File: src/rtl/spiid_pkg.sv
package spiid_pkg;

    localparam logic [7:0] OP_IDENT  = 8'h9F;
    localparam logic [7:0] OP_MFDV   = 8'h90;
    localparam logic [7:0] OP_WAKEID = 8'hAB;
    localparam logic [7:0] OP_RDST   = 8'h05;
    localparam logic [7:0] OP_WRST   = 8'h01;
    localparam logic [7:0] OP_WEN    = 8'h06;
    localparam logic [7:0] OP_WDIS   = 8'h04;
    localparam logic [7:0] IDLE_BYTE = 8'hFF;

    typedef enum logic [2:0] {
        CMD_NONE, CMD_IDENT, CMD_MFDV, CMD_WAKEID,
        CMD_RDST, CMD_WRST, CMD_WEN, CMD_WDIS
    } cmd_e;

    typedef struct packed {
        logic       lock;
        logic       cprog;
        logic [3:0] prot;
        logic       wel;
        logic       busy;
    } stat_t;

    typedef struct packed {
        logic       set_wel;
        logic       clr_wel;
        logic       load;
        logic [7:0] data;
        logic       commit;
    } sr_evt_t;

    function automatic cmd_e decode_op(logic [7:0] op);
        case (op)
            OP_IDENT:  return CMD_IDENT;
            OP_MFDV:   return CMD_MFDV;
            OP_WAKEID: return CMD_WAKEID;
            OP_RDST:   return CMD_RDST;
            OP_WRST:   return CMD_WRST;
            OP_WEN:    return CMD_WEN;
            OP_WDIS:   return CMD_WDIS;
            default:   return CMD_NONE;
        endcase
    endfunction

endpackage

File: src/rtl/spiid_status.sv
module spiid_status
    import spiid_pkg::*;
(
    input  logic    clk,
    input  logic    rst,
    input  logic    wip_in,
    input  logic    wp_n,
    input  sr_evt_t evt,
    output stat_t   stat
);

    logic       wel_q;
    logic [5:0] upper_q;
    logic [5:0] pend_q;
    logic       allow;

    assign allow = wel_q && !(upper_q[5] && !wp_n);

    always_ff @(posedge clk) begin
        if (rst) begin
            wel_q   <= 1'b0;
            upper_q <= '0;
            pend_q  <= '0;
        end else begin
            if (evt.load)
                pend_q <= evt.data[7:2];
            if (evt.commit) begin
                if (allow)
                    upper_q <= pend_q;
                wel_q <= 1'b0;
            end else if (evt.set_wel) begin
                wel_q <= 1'b1;
            end else if (evt.clr_wel) begin
                wel_q <= 1'b0;
            end
        end
    end

    always_comb begin
        stat.lock  = upper_q[5];
        stat.cprog = upper_q[4];
        stat.prot  = upper_q[3:0];
        stat.wel   = wel_q;
        stat.busy  = wip_in;
    end


    wel_set_chk: assert property (@(posedge clk) disable iff (rst)
        (evt.set_wel && !evt.commit) |=> wel_q);


    wel_clr_chk: assert property (@(posedge clk) disable iff (rst)
        evt.clr_wel |=> !wel_q);


    wel_after_write_chk: assert property (@(posedge clk) disable iff (rst)
        evt.commit |=> !wel_q);


    locked_hold_chk: assert property (@(posedge clk) disable iff (rst)
        (evt.commit && !wel_q) |=> $stable(upper_q));


    no_commit_hold_chk: assert property (@(posedge clk) disable iff (rst)
        !evt.commit |=> $stable(upper_q));

endmodule

File: src/rtl/spiid_seq.sv
module spiid_seq
    import spiid_pkg::*;
#(
    parameter logic [7:0] MFR_ID   = 8'hC2,
    parameter logic [7:0] MEM_TYPE = 8'h20,
    parameter logic [7:0] DEV_ID   = 8'h17,
    parameter int         SLOT_W   = 3
) (
    input  logic       clk,
    input  logic       rst,
    input  logic       cs_n,
    input  logic       byte_vld,
    input  logic [7:0] mosi_byte,
    input  stat_t      stat,
    output logic [7:0] miso_byte,
    output sr_evt_t    evt
);

    localparam int              IDX_W   = SLOT_W + 1;
    localparam logic [SLOT_W-1:0] CNT_MAX = '1;

    logic [SLOT_W-1:0] cnt_q;
    cmd_e              cmd_q;
    logic              devfirst_q;
    logic              cs_n_q;
    logic              wrdata_q;
    logic [7:0]        miso_q;

    logic [IDX_W-1:0]  slot;
    logic [IDX_W-1:0]  nxt;
    cmd_e              cmd_now;
    logic              devfirst_now;
    logic              strobe;
    logic [7:0]        reply;

    assign strobe       = byte_vld && !cs_n;
    assign slot         = IDX_W'(cnt_q) + IDX_W'(1);
    assign nxt          = slot + IDX_W'(1);
    assign cmd_now      = (cnt_q == '0) ? decode_op(mosi_byte) : cmd_q;
    assign devfirst_now = (cmd_now == CMD_MFDV && slot == IDX_W'(4)) ?
                          mosi_byte[0] : devfirst_q;

    always_comb begin
        reply = IDLE_BYTE;
        case (cmd_now)
            CMD_IDENT: begin
                if (nxt == IDX_W'(2))      reply = MFR_ID;
                else if (nxt == IDX_W'(3)) reply = MEM_TYPE;
                else if (nxt == IDX_W'(4)) reply = DEV_ID;
            end
            CMD_MFDV: begin
                if (nxt == IDX_W'(5))      reply = devfirst_now ? DEV_ID : MFR_ID;
                else if (nxt == IDX_W'(6)) reply = devfirst_now ? MFR_ID : DEV_ID;
            end
            CMD_WAKEID: begin
                if (nxt == IDX_W'(5))      reply = DEV_ID;
            end
            CMD_RDST:  reply = stat;
            default:   reply = IDLE_BYTE;
        endcase
    end

    always_comb begin
        evt.set_wel = strobe && (cnt_q == '0) && (cmd_now == CMD_WEN);
        evt.clr_wel = strobe && (cnt_q == '0) && (cmd_now == CMD_WDIS);
        evt.load    = strobe && (cnt_q == SLOT_W'(1)) && (cmd_q == CMD_WRST);
        evt.data    = mosi_byte;
        evt.commit  = cs_n && !cs_n_q && (cmd_q == CMD_WRST) && wrdata_q;
    end

    always_ff @(posedge clk) begin
        if (rst) begin
            cnt_q      <= '0;
            cmd_q      <= CMD_NONE;
            devfirst_q <= 1'b0;
            cs_n_q     <= 1'b1;
            wrdata_q   <= 1'b0;
            miso_q     <= IDLE_BYTE;
        end else begin
            cs_n_q <= cs_n;
            if (cs_n) begin
                cnt_q      <= '0;
                cmd_q      <= CMD_NONE;
                devfirst_q <= 1'b0;
                wrdata_q   <= 1'b0;
                miso_q     <= IDLE_BYTE;
            end else if (byte_vld) begin
                if (cnt_q != CNT_MAX)
                    cnt_q <= cnt_q + SLOT_W'(1);
                if (cnt_q == '0)
                    cmd_q <= cmd_now;
                devfirst_q <= devfirst_now;
                if (evt.load)
                    wrdata_q <= 1'b1;
                miso_q <= reply;
            end
        end
    end

    assign miso_byte = miso_q;


    idle_fill_chk: assert property (@(posedge clk) disable iff (rst)
        cs_n |=> miso_byte == IDLE_BYTE);


    hold_between_chk: assert property (@(posedge clk) disable iff (rst)
        (!cs_n && !byte_vld) |=> $stable(miso_byte));


    unknown_op_chk: assert property (@(posedge clk) disable iff (rst)
        (strobe && cnt_q == '0 && cmd_now == CMD_NONE) |=> miso_byte == IDLE_BYTE);


    single_event_chk: assert property (@(posedge clk) disable iff (rst)
        $countones({evt.set_wel, evt.clr_wel, evt.load, evt.commit}) <= 1);

endmodule

File: src/rtl/spiid_responder.sv
module spiid_responder
    import spiid_pkg::*;
#(
    parameter logic [7:0] MFR_ID   = 8'hC2,
    parameter logic [7:0] MEM_TYPE = 8'h20,
    parameter logic [7:0] DEV_ID   = 8'h17
) (
    input  logic       clk,
    input  logic       rst,
    input  logic       cs_n,
    input  logic       byte_vld,
    input  logic [7:0] mosi_byte,
    input  logic       wip_in,
    input  logic       wp_n,
    output logic [7:0] miso_byte
);

    stat_t   stat;
    sr_evt_t evt;

    spiid_seq #(
        .MFR_ID  (MFR_ID),
        .MEM_TYPE(MEM_TYPE),
        .DEV_ID  (DEV_ID),
        .SLOT_W  (3)
    ) u_seq (
        .clk      (clk),
        .rst      (rst),
        .cs_n     (cs_n),
        .byte_vld (byte_vld),
        .mosi_byte(mosi_byte),
        .stat     (stat),
        .miso_byte(miso_byte),
        .evt      (evt)
    );

    spiid_status u_status (
        .clk   (clk),
        .rst   (rst),
        .wip_in(wip_in),
        .wp_n  (wp_n),
        .evt   (evt),
        .stat  (stat)
    );

endmodule

File: config.mk
export PLATFORM = sky130hd
export DESIGN_NAME = spiid_responder
export DESIGN_NICKNAME = d
export VERILOG_FILES = /design/src/rtl/spiid_pkg.sv /design/src/rtl/spiid_status.sv /design/src/rtl/spiid_seq.sv /design/src/rtl/spiid_responder.sv
export SDC_FILE = /design/constraint.sdc
export NUM_CORES = 1
export LEC_CHECK = 0
export BUFFER_PORTS_ARGS = -buffer_cell sky130_fd_sc_hd__buf_2
export CORE_MARGIN = 4
export CORE_UTILIZATION = 47
export CTS_CLUSTER_SIZE = 20
export DETAILED_ROUTE_END_ITERATION = 6
export PLACE_DENSITY = 0.77
export SLEW_MARGIN = 20
export SYNTH_ARGS = -nofsm -noshare
export SYNTH_HDL_FRONTEND = slang
export SYNTH_SLANG_ARGS = --single-unit
File: constraint.sdc
create_clock -name clk -period 2.1 [get_ports clk]
set_input_delay 0.21 -clock clk [delete_from_list [all_inputs] [get_ports clk]]
set_output_delay 0.21 -clock clk [all_outputs]
set_load 0.1 [all_outputs]
# After elaboration in Yosys (flattened, before gate mapping)
# Cells that the tools add are included.
[classes]
n_addsub = 3
mul = 0
div = 0
n_lt_le_gt_ge = 0
eq_ne = 22
n_shift = 0
n_mux = 14
n_bitwise = 0
n_reduce_logical = 24
[ops]
columns = ["cell", "n"]
rows = [
  ["$mux 8", 8],
  ["$pmux 8 s4", 1],
  ["$eq 8x3->1 const B", 3],
  ["$eq 8x8->1 const B", 3],
  ["$pmux 3 s7", 1],
  ["$eq 4x3->1 const B", 4],
  ["$eq 3x3->1 const B", 4],
  ["$logic_and 1x1->1", 12],
  ["$eq 4x2->1 const B", 2],
  ["$eq 8x1->1 const B", 1],
  ["$reduce_and 2->1", 4],
  ["$eq 3x1->1 const B", 2],
  ["$eq 3x2->1 const B", 2],
  ["$add 3x1->4 const B", 1],
  ["$add 4x1->4 const B", 1],
  ["$logic_not 1->1", 4],
  ["$reduce_or 2->1", 2],
  ["$add 3x1->3 const B", 1],
  ["$logic_not 3->1", 1],
  ["$mux 1", 3],
  ["$mux 3", 1],
  ["$ne 3x3->1 const B", 1],
  ["$reduce_bool 2->1", 1],
]
[word_totals]
register_bits = 30
latch_bits = 0
mem_bits_rw = 0
rom_bits = 0
inputBits = 14
out_inout_bits = 8
elab_cells = 72
mem_count = 0

# Longest topological paths before layout
# Gate-level depths: netlist of the first run.
[depth]
word_depth = 10
ltp_mapped = 9

# By module
# Synthesis of the first run repeated with hierarchy kept, for this count alone.
[unflattened]
hier_cells = 220
hier_area_um2 = 1854.3
[by_module_without_submodules]
columns = ["module", "instances", "cells_each", "area_per_inst_um2", "seq_area_each_um2"]
rows = [
  ["spiid_seq", 1, 167, 1315.0, 340.3],
  ["spiid_status", 1, 53, 539.3, 260.2],
]

# Worst setup path before layout of the first run
# OpenSTA, ideal clock, no wires.
[synth_path]
kind = "flip-flop to flip-flop"
from = "register u_seq.cnt_q[0]"
to = "register u_seq.miso_q[0] (netlist: u_seq.miso_byte[0])"
setup_time_ps = 147
arrival_time_ps = 2151
required_time_ps = 1953
path_slack_ps = -198
stages_incl_launch_ff = 9
period_less_slack_ps = 2298
cell_sequence = "dfxtp_1 ha_1 ha_1 nor2b_1 a21oi_1 or2_2 or3_1 o311ai_1 a41oi_1"
[synth_between]
elab_cells_between_ends = 22
[synth_lines]
columns = ["item", "line_no", "text"]
rows = [
  ["start: declaration", "spiid_seq.sv:22", "logic [SLOT_W-1:0] cnt_q;"],
  ["start signal: assignment", "spiid_seq.sv:89", "cnt_q <= cnt_q + SLOT_W'(1);"],
  ["$add 3x1->4 *", "spiid_seq.sv:37", "assign slot = IDX_W'(cnt_q) + IDX_W'(1);"],
  ["via u_seq.slot[2]", "spiid_seq.sv:29", "logic [IDX_W-1:0] slot;"],
  ["branches (longest 6 deep; another with $add 4x1->4)", "-", ""],
  ["$pmux 8 s4 *", "spiid_seq.sv:45", "case (cmd_now)"],
  ["end signal: assignment", "spiid_seq.sv:95", "miso_q <= reply;"],
  ["end: declaration", "spiid_seq.sv:27", "logic [7:0] miso_q;"],
]
# Mark *: on every way through the listed nets, which the timed path passes.
# A chain may end at the register's enable or synchronous reset.

# Final worst setup path of the first run
[layout_path]
from = "register u_seq.cnt_q[0]"
to = "register u_seq.miso_q[2] (netlist: u_seq.miso_byte[2])"
# Same word-level chain as after synthesis.

==> reports/qor.txt, run 1 <==
RUN STATUS
---------------------------------------------------------------------------------
Status                                                               complete, no violations

SYNTHESIS
---------------------------------------------------------------------------------
Number of synthesized register bits                                            30
Synth top area share                                                        0.342
Cell count after synthesis                                                    208
Leading post-synthesis cells by instance count                       sky130_fd_sc_hd__nor2_1, sky130_fd_sc_hd__dfxtp_1, sky130_fd_sc_hd__nand2_1
Dominant register cell in the synthesized netlist                    sky130_fd_sc_hd__dfxtp_1
Dominant cell by count in the synthesized netlist                    sky130_fd_sc_hd__nor2_1
Count of flip-flops with a built-in enable after synthesis                      0
Distinct cell type count after synthesis                                       45
Post-synthesis async set-or-reset flop share                                    0
Post-synthesis sequential area ratio                                        0.342
Post-synthesis area per instance                                       8.44 sq um
Top cells by area, synth                                             sky130_fd_sc_hd__dfxtp_1, sky130_fd_sc_hd__mux2i_1, sky130_fd_sc_hd__nor2_1
Net Count, Synth                                                              229
Cell type with the largest total area after synthesis                sky130_fd_sc_hd__dfxtp_1
Synthesis warning total                                                         0
Post-Synthesis Cell Area                                               1760 sq um

FLOORPLAN
---------------------------------------------------------------------------------
Site row count                                                                 21
Full die area                                                          4780 sq um
Horizontal die dimension                                             69.1 microns
Top Ports                                                                      22
DIE HEIGHT                                                           69.1 microns
Initial standard-cell utilization of the core                               0.506
Area inside the core boundary                                          3470 sq um

PLACED DESIGN
---------------------------------------------------------------------------------
DP Worst Slack                                                         -0.0173 ns
Final weighted congestion in routability-driven placement                   0.892
Port bufs                                                                      21
Post-detailed-placement half-perimeter wirelength                         3.26 mm

PWR
---------------------------------------------------------------------------------
Peak supply drop                                                         0.341 mV
Static leakage                                                           0.912 nW
Pwr Density                                                           589 nW/um^2

ROUTE
---------------------------------------------------------------------------------
Total wirelength of the detailed-routed design                            4.52 mm
Number of nets with antenna violations after detailed routing                   0
Number of optimization iterations in the first detailed-route pass              4
Vias per inst                                                                5.80
DR DRC count                                                                    0
DRT iter0 DRCs                                                                 95
Avg WL per Cell                                                      15.2 microns
Total number of vias                                                         1722

FINISH
---------------------------------------------------------------------------------
Proportion of layout cells with a drive suffix above 1                      0.299
Area growth, synth to finish                                                29.7%
Number of antenna diodes                                                        0
Net count reported at finish                                                  272

MIN PATH
---------------------------------------------------------------------------------
Class of the tightest hold or removal check                          primary input to flip-flop

GRT
---------------------------------------------------------------------------------
Vias in the first global route                                               1632
First-pass GRT wire length                                                7.47 mm
GR Util met1                                                                0.251
Initial antenna violation count                                                 0
Maximum number of pins on one net before global-route repair                   16
Met3 GRT Util                                                              0.0407
Met2 usage                                                                  0.290
Global routing usage summed across all routing layers                       0.191
Global-route congestion overflow total                                          0
Busiest metal layer after global routing                                     met2

WORST SETUP PATH
---------------------------------------------------------------------------------
Endpoint required time on the critical path                               2.25 ns
Setup CP Type                                                        flip-flop to flip-flop
Crit start category                                                     flip-flop
Endpoint kind of the worst setup timing path                            flip-flop
Critical Path AT                                                          2.20 ns
Critical path fanouts, max                                                      4

STA
---------------------------------------------------------------------------------
Slew at the pin closest to its max-slew limit                            0.551 ns
Time the final worst path needs with I/O delays and setup                 2.05 ns
Layout Skew                                                            0.00228 ns
Final hold slack                                                         0.225 ns
Endpoints failing setup                                                         0
Maximum achievable frequency                                              488 MHz
Crit share post-route                                                       0.975
Worst slew slack as a fraction of its limit                                 0.630
Count of endpoints failing hold in the final timing report                      0
Post-route worst setup slack                                            0.0527 ns
Max-slew violations                                                             0
Sum of negative setup slack                                                  0 ns

CTS
---------------------------------------------------------------------------------
Clock root buffer                                                    sky130_fd_sc_hd__clkbuf_8
Clock tree sinks                                                               30
Clock buffers created by TritonCTS                                              5
# H-tree levels                                                                 2
CTS tree                                                                    built
Clock Latency Late Sink                                                   0.28 ns
Clock-pin transition on the worst setup and hold timing paths             0.06 ns
Worst-case clock buffer depth                                                   2
Post-CTS setup buffer count                                                     0
Hold-fix buffer count after cts                                                 0

JOB
---------------------------------------------------------------------------------
Total of max-cap violations                                                     0

[layer usage]
metal	vias up	wire length, microns
li1	848	-
met1	815	2020
met2	48	2170
met3	11	242
met4	0	93
met5	-	0
[where the power goes]
| group | switching (mW) | internal (mW) | leakage [nW] |
|---|---|---|---|
| Clock | 0.211 | 0.379 | 0.0573 |
| Sequential | 0.00305 | 0.575 | 0.243 |
| Combinational | 0.107 | 0.0647 | 0.612 |
[state kept, by name, summed over array words and instances, names as in the netlist]
register / cells
u_seq.cnt_q: 3
u_status.upper_q: 6
u_seq.cmd_q: 3
u_status.pend_q: 6
u_status.wel_q: 1
u_seq.cs_n_q: 1
u_seq.devfirst_q: 1
u_seq.wrdata_q: 1
u_seq.miso_byte: 8
[logic make-up (layout without fill, tap and decap cells)]
logic type,after synthesis,count (layout),synth area share
muxes,18,18,0.104
adders and majority gates,7,7,0.0499
buffers and inverters,12,55,0.0257
DFF,30,30,0.342
AOI/OAI and AO/OA,39,39,0.172
and+or+nand+nor,99,99,0.292
xor gates and xnor gates,3,3,0.0150
[path summary, 6_finish.rpt]
kind / from / to / slack (ns) / cells past startpoint
max: u_seq.cnt_q[0]$_SDFFE_PP0P_ / u_seq.miso_byte[2]$_SDFFE_PP1P_ / 0.05 / 8
min: mosi_byte[2] / u_status.pend_q[0]$_SDFFE_PP0P_ / 0.22 / 3
max reg2reg: u_seq.cnt_q[0]$_SDFFE_PP0P_ / u_seq.miso_byte[2]$_SDFFE_PP1P_ / 0.05 / 8
min reg2reg: u_seq.wrdata_q$_SDFFE_PP0P_ / u_seq.wrdata_q$_SDFFE_PP0P_ / 0.46 / 2
[worst max-delay path, cell delays in order (launching register included)]
cell                       delay, ns
sky130_fd_sc_hd__dfxtp_2        0.33
sky130_fd_sc_hd__ha_2           0.19
sky130_fd_sc_hd__ha_4           0.29
sky130_fd_sc_hd__nor2b_4        0.14
sky130_fd_sc_hd__a21oi_2        0.09
sky130_fd_sc_hd__or2_4          0.24
sky130_fd_sc_hd__or3_4          0.38
sky130_fd_sc_hd__o311ai_4       0.11
sky130_fd_sc_hd__a41oi_1        0.15
[per-stage QoR]
stage          total power [mW]  cell area (sq um)   util  std cells
2_1_floorplan             0.688               1780      -        208
3_3_place_gp              0.746               2080  0.598        290
3_5_place_dp              0.748               2080  0.598        290
4_1_cts                    1.34               2200  0.634        297
5_1_grt                    1.39               2280  0.656        297
6_report                   1.34               2280  0.656        297
[cells in the final DEF (no fill, tap or decap), types with 2 or more instances in the layout]
cell,instances
sky130_fd_sc_hd__nor2_1,36
sky130_fd_sc_hd__dfxtp_1,29
sky130_fd_sc_hd__nand2_1,21
sky130_fd_sc_hd__buf_2,21
sky130_fd_sc_hd__buf_4,20
sky130_fd_sc_hd__mux2i_1,16
sky130_fd_sc_hd__inv_1,7
sky130_fd_sc_hd__a21oi_1,7
sky130_fd_sc_hd__clkbuf_8,6
sky130_fd_sc_hd__nand3b_1,5
sky130_fd_sc_hd__nor3_1,5
sky130_fd_sc_hd__nand2b_1,4
sky130_fd_sc_hd__a31oi_1,4
sky130_fd_sc_hd__a41oi_1,4
sky130_fd_sc_hd__ha_1,4
sky130_fd_sc_hd__o21ai_1,3
sky130_fd_sc_hd__xnor2_1,2
sky130_fd_sc_hd__nand4bb_1,2
sky130_fd_sc_hd__nor4bb_1,2
sky130_fd_sc_hd__nor4_1,2
sky130_fd_sc_hd__a31o_2,2
sky130_fd_sc_hd__nor2b_4,2
sky130_fd_sc_hd__and4b_1,2
sky130_fd_sc_hd__nand3_1,2
sky130_fd_sc_hd__mux2_2,2
sky130_fd_sc_hd__a22oi_1,2
sky130_fd_sc_hd__o21ai_0,2
sky130_fd_sc_hd__nand4_1,2
sky130_fd_sc_hd__ha_2,2
[layout make-up]
cell class,instances,area (sq um)
clock buffers,6,82.6
clock inverters,1,30.0
fillers,298,1190
inverters,7,26.3
multi-input cells,166,1220
flip-flops and latches,30,602
well taps,46,57.6
repair buffers,41,255
[what timing repair did]
item / 4_1_cts / 5_1_grt
endpoints found under the setup margin: 4 / 8
cloned: 0 / 0
pin swaps: 0 / 3
hold endpoints to repair: 0 / 0
resized for setup: 3 / 16
Note: power is estimated with default switching activity, not from simulation.
==> run 2: changes to the inputs <==
clock period = 1.7 ns   (was 2.1 ns; I/O delays follow)
==> run 2 against run 1 <==
Compared with the run above: the flow now finishes with violations (setup timing); wire length up 28%; clock power is 5.6% higher; first-iteration DRC count increased by 110%; power is 22% higher; cell area is 18% higher; critical path type unchanged; critical endpoint is now u_seq.miso_byte[0]$_SDFFE_PP1P_.
==> reports/qor.txt, run 2 (synthesis results as in run 1) <==
FINISH
---------------------------------------------------------------------------------
Net count reported at finish                                                  298   +9.6%
Most frequent cells in the layout                                    sky130_fd_sc_hd__buf_4, sky130_fd_sc_hd__nor2_1, sky130_fd_sc_hd__dfxtp_1
Design Area, Final                                                     2690 sq um   +18%
Number of flip-flops under the largest register name                            8   unchanged
Number of antenna diodes                                                        0   unchanged
Proportion of layout cells with a drive suffix above 1                      0.432   +0.133
Area growth, synth to finish                                                53.3%
Leading cell type in the layout, fill and taps excluded              sky130_fd_sc_hd__buf_4

MIN PATH
---------------------------------------------------------------------------------
Hold Path Cell Cnt                                                              4   +1
Class of the tightest hold or removal check                          primary input to flip-flop

WORST SETUP PATH
---------------------------------------------------------------------------------
List of cells traversed by the critical path                         ha_4, ha_4, nor2b_4, a21oi_4, or2_4, or3_4, o311ai_4, a41oi_1
CP Buf/Inv Count                                                                0   unchanged
Critical Path AT                                                          2.20 ns   about the same
Critical path fanouts, max                                                      4   unchanged
Crit start category                                                     flip-flop
Critical Path Slowest Stage Cell                                     sky130_fd_sc_hd__dfxtp_4
Endpoint kind of the worst setup timing path                            flip-flop
Cell repeated most along the worst path                              sky130_fd_sc_hd__ha_4
Setup CP Type                                                        flip-flop to flip-flop
Endpoint required time on the critical path                               1.86 ns   -0.39 ns
CP Depth                                                                        8   unchanged
Worst reg2reg path depth                                                        8   unchanged
Longest individual stage delay on the worst path                          0.37 ns   about the same
Gate family responsible for the most delay along the worst path      simple AND/OR/NAND/NOR gates

PLACED DESIGN
---------------------------------------------------------------------------------
Placement Cell Area                                                    2270 sq um   +9.6%
Post-detailed-placement half-perimeter wirelength                         3.48 mm   +6.7%
Final weighted congestion in routability-driven placement                   0.840   -5.8%
Port bufs                                                                      21   unchanged

CTS
---------------------------------------------------------------------------------
Clock Latency Late Sink                                                   0.29 ns   about the same
Clock buffers created by TritonCTS                                              5   unchanged
CTS tree                                                                    built
Clock tree sinks                                                               30   unchanged
Worst-case clock buffer depth                                                   2   unchanged
Hold-fix buffer count after cts                                                 0   unchanged
Clock root buffer                                                    sky130_fd_sc_hd__clkbuf_8
Clock-pin transition on the worst setup and hold timing paths             0.07 ns   about the same
# H-tree levels                                                                 2   unchanged

JOB
---------------------------------------------------------------------------------
Total of max-cap violations                                                     0   unchanged

ROUTE
---------------------------------------------------------------------------------
Total wirelength of the detailed-routed design                            5.77 mm   +28%
Total number of vias                                                         1922   +12%
Avg WL per Cell                                                      17.8 microns   +17%
Vias per inst                                                                5.93   +2.3%
Number of optimization iterations in the first detailed-route pass              4   unchanged
Number of nets with antenna violations after detailed routing                   0   unchanged
DRT iter0 DRCs                                                                198   +110%
DR DRC count                                                                    0   unchanged

GRT
---------------------------------------------------------------------------------
Global-route congestion overflow total                                          0   unchanged
Initial antenna violation count                                                 0   unchanged
Vias in the first global route                                               1949   +19%
Maximum number of pins on one net before global-route repair                   15   -1
First-pass GRT wire length                                                9.01 mm   +21%
Global routing usage summed across all routing layers                       0.235   +0.0444

FLOORPLAN
---------------------------------------------------------------------------------
Site row count                                                                 21   unchanged
Area inside the core boundary                                          3470 sq um   unchanged
Full die area                                                          4780 sq um   unchanged
Initial standard-cell utilization of the core                               0.506   unchanged
DIE HEIGHT                                                           69.1 microns   unchanged
Horizontal die dimension                                             69.1 microns   unchanged
Top Ports                                                                      22   unchanged

STA
---------------------------------------------------------------------------------
Count of endpoints failing hold in the final timing report                      0   unchanged
Worst slew slack as a fraction of its limit                                 0.675   +0.0444
Max-slew violations                                                             0   unchanged
Layout Skew                                                            0.00580 ns   +0.00352 ns
Crit share post-route                                                        1.20   +0.225
Post-route worst setup slack                                            -0.341 ns   -0.393 ns
Time the final worst path needs with I/O delays and setup                 2.04 ns   -0.00679 ns
Setup repair after global routing missed its margin                           yes
Slew at the pin closest to its max-slew limit                            0.491 ns   -0.0595 ns
Final hold slack                                                         0.201 ns   -0.0241 ns
Endpoints failing setup                                                         9   +9
Maximum achievable frequency                                              490 MHz   +0.33%

PWR
---------------------------------------------------------------------------------
Peak supply drop                                                         0.513 mV   +51%
Static leakage                                                            1.08 nW   +19%
Pwr Density                                                           606 nW/um^2   +2.9%

RUN STATUS
---------------------------------------------------------------------------------
Status                                                               finished with violations
Violations in the final reports                                      setup timing

## run 2: changes by cell type in the layout (fill, tap and decap cells not counted), moves of 3 or more
| cell | previous run | this run |
|---|---|---|
| sky130_fd_sc_hd__a41oi_2 | 1 | 4 |
| sky130_fd_sc_hd__ha_4 | 1 | 4 |
| sky130_fd_sc_hd__buf_4 | 20 | 39 |
| sky130_fd_sc_hd__a41oi_1 | 4 | 1 |
| sky130_fd_sc_hd__buf_6 | 0 | 6 |
## run 2: layout make-up
type	count	area (sq um)
repair buffers	67	485
fillers	218	777
inverters	7	38.8
multi-input cells	166	1410
clock inverters	2	11.3
flip-flops and latches	30	608
clock buffers	6	82.6
well taps	46	57.6
## run 2: metal layers
metal / share of wire / track usage / up-vias
met2: 0.50 / 0.383 / 84
met5: 0 / 0 / -
li1: - / - / 898
met3: 0.055 / 0.0669 / 27
met4: 0.040 / 0.130 / 0
met1: 0.41 / 0.276 / 913
## run 2: path summary, 6_finish.rpt
path | to | slack [ns] | from
worst max register to register | u_seq.miso_byte[0]$_SDFFE_PP1P_ | -0.34 | u_seq.cnt_q[0]$_SDFFE_PP0P_
worst min-delay path | u_status.upper_q[5]$_SDFFE_PP0P_ | 0.20 | wp_n
worst max-delay path | u_seq.miso_byte[0]$_SDFFE_PP1P_ | -0.34 | u_seq.cnt_q[0]$_SDFFE_PP0P_
worst min register to register | u_seq.wrdata_q$_SDFFE_PP0P_ | 0.46 | u_seq.wrdata_q$_SDFFE_PP0P_
## run 2: timing repair
action	in CTS	in global routing
buffers inserted	8	1
endpoints found under the setup margin	9	14
gates resized for setup	37	14
pin swaps	11	10
## run 2: worst min-delay path, delay by kind of cell
kind | cells | cell delay, ns
AO/OA/AOI/OAI | 1 | 0.05
buffers and inverters | 1 | 0.11
AND/OR/NAND/NOR | 2 | 0.12
## run 2: through the flow
stage               worst slack [ns]  total power [mW]   util  setup TNS [ns]  std cells
finish                        -0.341              1.63  0.776           -2.56        324
global route                  -0.398              1.70  0.776           -3.20        324
CTS                           -0.304              1.61  0.752           -2.07        324
floorplan                     -0.238             0.857      -           -1.71        208
detailed placement            -0.336             0.957  0.656           -2.66        309
global placement              -0.304             0.953  0.656           -2.48        309
## run 2: power breakdown
part           switching [mW]  internal (mW)  total (mW)  leakage, nW
Sequential            0.00545          0.707       0.713        0.244
Clock                   0.297          0.326       0.623       0.0515
Combinational           0.167          0.128       0.294        0.789
Total                   0.469           1.16        1.63         1.08
==> run 3: changes to the inputs <==
CAP_MARGIN = 30   (was default)
CORE_UTILIZATION = 40   (was 47)
PLACE_DENSITY = 0.63   (was 0.77)
==> run 3 against run 2 <==
Compared with the run above: the run still ends with setup timing left; register-to-register slack about the same; cell area fell by 1.8%; clock-buffer cell count is 1 lower; highest routed layer unchanged.
==> reports/qor.txt, run 3 (synthesis results as in run 1) <==
RUN STATUS
---------------------------------------------------------------------------------
Status                                                               finished with violations
Violations in the final reports                                      setup timing

WORST SETUP PATH
---------------------------------------------------------------------------------
Critical path fanouts, max                                                      4   unchanged
Critical Path Slowest Stage Cell                                     sky130_fd_sc_hd__dfxtp_4
Critical Path AT                                                          2.19 ns   about the same
Endpoint required time on the critical path                               1.86 ns   about the same
List of cells traversed by the critical path                         ha_4, ha_4, nor2b_4, a21oi_4, or2_4, or3_4, o311ai_4, a41oi_1
Longest individual stage delay on the worst path                          0.36 ns   about the same
Cell repeated most along the worst path                              sky130_fd_sc_hd__ha_4
Setup CP Type                                                        flip-flop to flip-flop
Crit start category                                                     flip-flop
Endpoint kind of the worst setup timing path                            flip-flop

GRT
---------------------------------------------------------------------------------
Met3 GRT Util                                                              0.0459   -0.0209
Maximum number of pins on one net before global-route repair                   15   unchanged
Met2 usage                                                                  0.334   -0.0498
Vias in the first global route                                               1787   -8.3%
GR Util met1                                                                0.251   -0.0250
First-pass GRT wire length                                                8.35 mm   -7.3%
Global routing usage summed across all routing layers                       0.199   -0.0359
Global-route congestion overflow total                                          0   unchanged
Initial antenna violation count                                                 0   unchanged
Busiest metal layer after global routing                                     met2

CTS
---------------------------------------------------------------------------------
Clock buffers created by TritonCTS                                              5   unchanged
Clock-pin transition on the worst setup and hold timing paths             0.07 ns   about the same
Clock Latency Late Sink                                                   0.29 ns   about the same
CTS tree                                                                    built
# H-tree levels                                                                 2   unchanged
Clock tree sinks                                                               30   unchanged
Worst-case clock buffer depth                                                   2   unchanged
Hold-fix buffer count after cts                                                 0   unchanged
Clock root buffer                                                    sky130_fd_sc_hd__clkbuf_8

FINISH
---------------------------------------------------------------------------------
Post-Route Utilization                                                      0.642   -0.134
Number of flip-flops under the largest register name                            8   unchanged
FF/Latch Area                                                           608 sq um   unchanged
Net count reported at finish                                                  306   +2.7%
Most frequent cells in the layout                                    sky130_fd_sc_hd__buf_4, sky130_fd_sc_hd__nor2_1, sky130_fd_sc_hd__dfxtp_1
Proportion of layout cells with a drive suffix above 1                      0.418   -0.0141
Number of standard cells in the layout, taps in and fillers out               335   +3.4%
Filler Cells Inserted                                                         327   +50%
Number of antenna diodes                                                        0   unchanged
Area growth, synth to finish                                                50.5%
Leading cell type in the layout, fill and taps excluded              sky130_fd_sc_hd__buf_4
Area of the multi-input gates                                          1340 sq um   -5.1%

PLACED DESIGN
---------------------------------------------------------------------------------
Port bufs                                                                      21   unchanged
Post-detailed-placement half-perimeter wirelength                         3.63 mm   +4.3%
Cells after DPL                                                               320   +3.6%
Final weighted congestion in routability-driven placement                   0.887   +5.6%

STA
---------------------------------------------------------------------------------
Final hold slack                                                         0.184 ns   -0.0163 ns
Worst slew slack as a fraction of its limit                                 0.677   +0.00234
Time the final worst path needs with I/O delays and setup                 2.03 ns   -0.0104 ns
Endpoints failing setup                                                         9   unchanged
Sum of negative setup slack                                              -2.23 ns   +0.329 ns
Maximum achievable frequency                                              493 MHz   +0.51%
Max-slew violations                                                             0   unchanged
Count of endpoints failing hold in the final timing report                      0   unchanged
Crit share post-route                                                        1.19   -0.00611
Slew at the pin closest to its max-slew limit                            0.481 ns   -0.0101 ns
Post-route worst setup slack                                            -0.330 ns   +0.0104 ns
Setup repair after global routing missed its margin                           yes
Layout Skew                                                            0.00815 ns   +0.00235 ns

FLOORPLAN
---------------------------------------------------------------------------------
Horizontal die dimension                                             74.2 microns   +7.4%
Top Ports                                                                      22   unchanged
Full die area                                                          5510 sq um   +15%
Area inside the core boundary                                          4120 sq um   +19%
Initial standard-cell utilization of the core                               0.427   -0.0796
Site row count                                                                 23   +9.5%
DIE HEIGHT                                                           74.2 microns   +7.4%

PWR
---------------------------------------------------------------------------------
Clock group share of total power                                            0.361   -0.021
Sequential fraction of design power                                         0.459   +0.022
Internal                                                                  1.10 mW   -4.9%
Comb power frac                                                             0.180   about the same
Peak supply drop                                                         0.343 mV   -33%
Switching share of power                                                    0.288   +0.000563
Pwr Density                                                           587 nW/um^2   -3.1%
Static leakage                                                            1.09 nW   +0.44%
Switching power                                                            447 uW   -4.7%
Power after layout                                                        1.55 mW   -4.9%

ROUTE
---------------------------------------------------------------------------------
DR DRC count                                                                    0   unchanged
Number of nets with antenna violations after detailed routing                   0   unchanged
Total number of vias                                                         1841   -4.2%
Number of optimization iterations in the first detailed-route pass              4   unchanged
DRT iter0 DRCs                                                                 91   -54%
Avg WL per Cell                                                      15.8 microns   -12%
Vias per inst                                                                5.50   -7.4%
Total wirelength of the detailed-routed design                            5.28 mm   -8.5%

MIN PATH
---------------------------------------------------------------------------------
Class of the tightest hold or removal check                          primary input to flip-flop

JOB
---------------------------------------------------------------------------------
Total of max-cap violations                                                     0   unchanged

-- run 3: final timing paths --
kind	start	end	slack, ns	cells after the start
min	wip_in	u_seq.miso_byte[0]$_SDFFE_PP1P_	0.18	3
min reg2reg	u_seq.wrdata_q$_SDFFE_PP0P_	u_seq.wrdata_q$_SDFFE_PP0P_	0.45	2
max reg2reg	u_seq.cnt_q[1]$_SDFFE_PP0P_	u_seq.miso_byte[0]$_SDFFE_PP1P_	-0.33	8
max	u_seq.cnt_q[1]$_SDFFE_PP0P_	u_seq.miso_byte[0]$_SDFFE_PP1P_	-0.33	8
-- run 3: through the flow --
step | area (sq um) | worst slack [ns]
after floorplan | 1840 | -0.238
after global placement | 2330 | -0.329
after detailed placement | 2330 | -0.321
after CTS | 2590 | -0.313
after global routing | 2640 | -0.419
final | 2640 | -0.330
-- run 3: what timing repair did --
action,in CTS,in global routing
endpoints found under the hold margin,0,0
pin swaps,9,6
buffers inserted,7,1
endpoints found under the setup margin,9,15
resized for setup,23,8
-- run 3: cell type report --
cell class | count | share of cell area
sequential | 30 | 0.230
clock inverter | 2 | 0.00379
inverter | 7 | 0.00994
tap | 50 | 0.0237
multi-input combinational | 166 | 0.506
clock buffer | 5 | 0.0260
timing repair buffer | 75 | 0.201
-- run 3: power by group through the flow --
stage / combinational [mW] / clock, mW / sequential (mW)
finish: 0.279 / 0.560 / 0.712
global route: 0.296 / 0.605 / 0.713
global placement: 0.237 / 0 / 0.729
floorplan: 0.103 / 0 / 0.754
detailed placement: 0.237 / 0 / 0.729
CTS: 0.261 / 0.564 / 0.712
-- run 3: metal layers --
metal	routed length [microns]	up-vias
li1	-	912
met1	2360	872
met2	2550	47
met3	262	10
met4	102	0
met5	0	-
-- run 3: worst max-delay path: cells and delay by family, from the launching register on --
kind,cells,cell delay (ns)
simple gates,3,0.75
flops,1,0.36
fa+ha+maj,2,0.46
compound gates,3,0.32
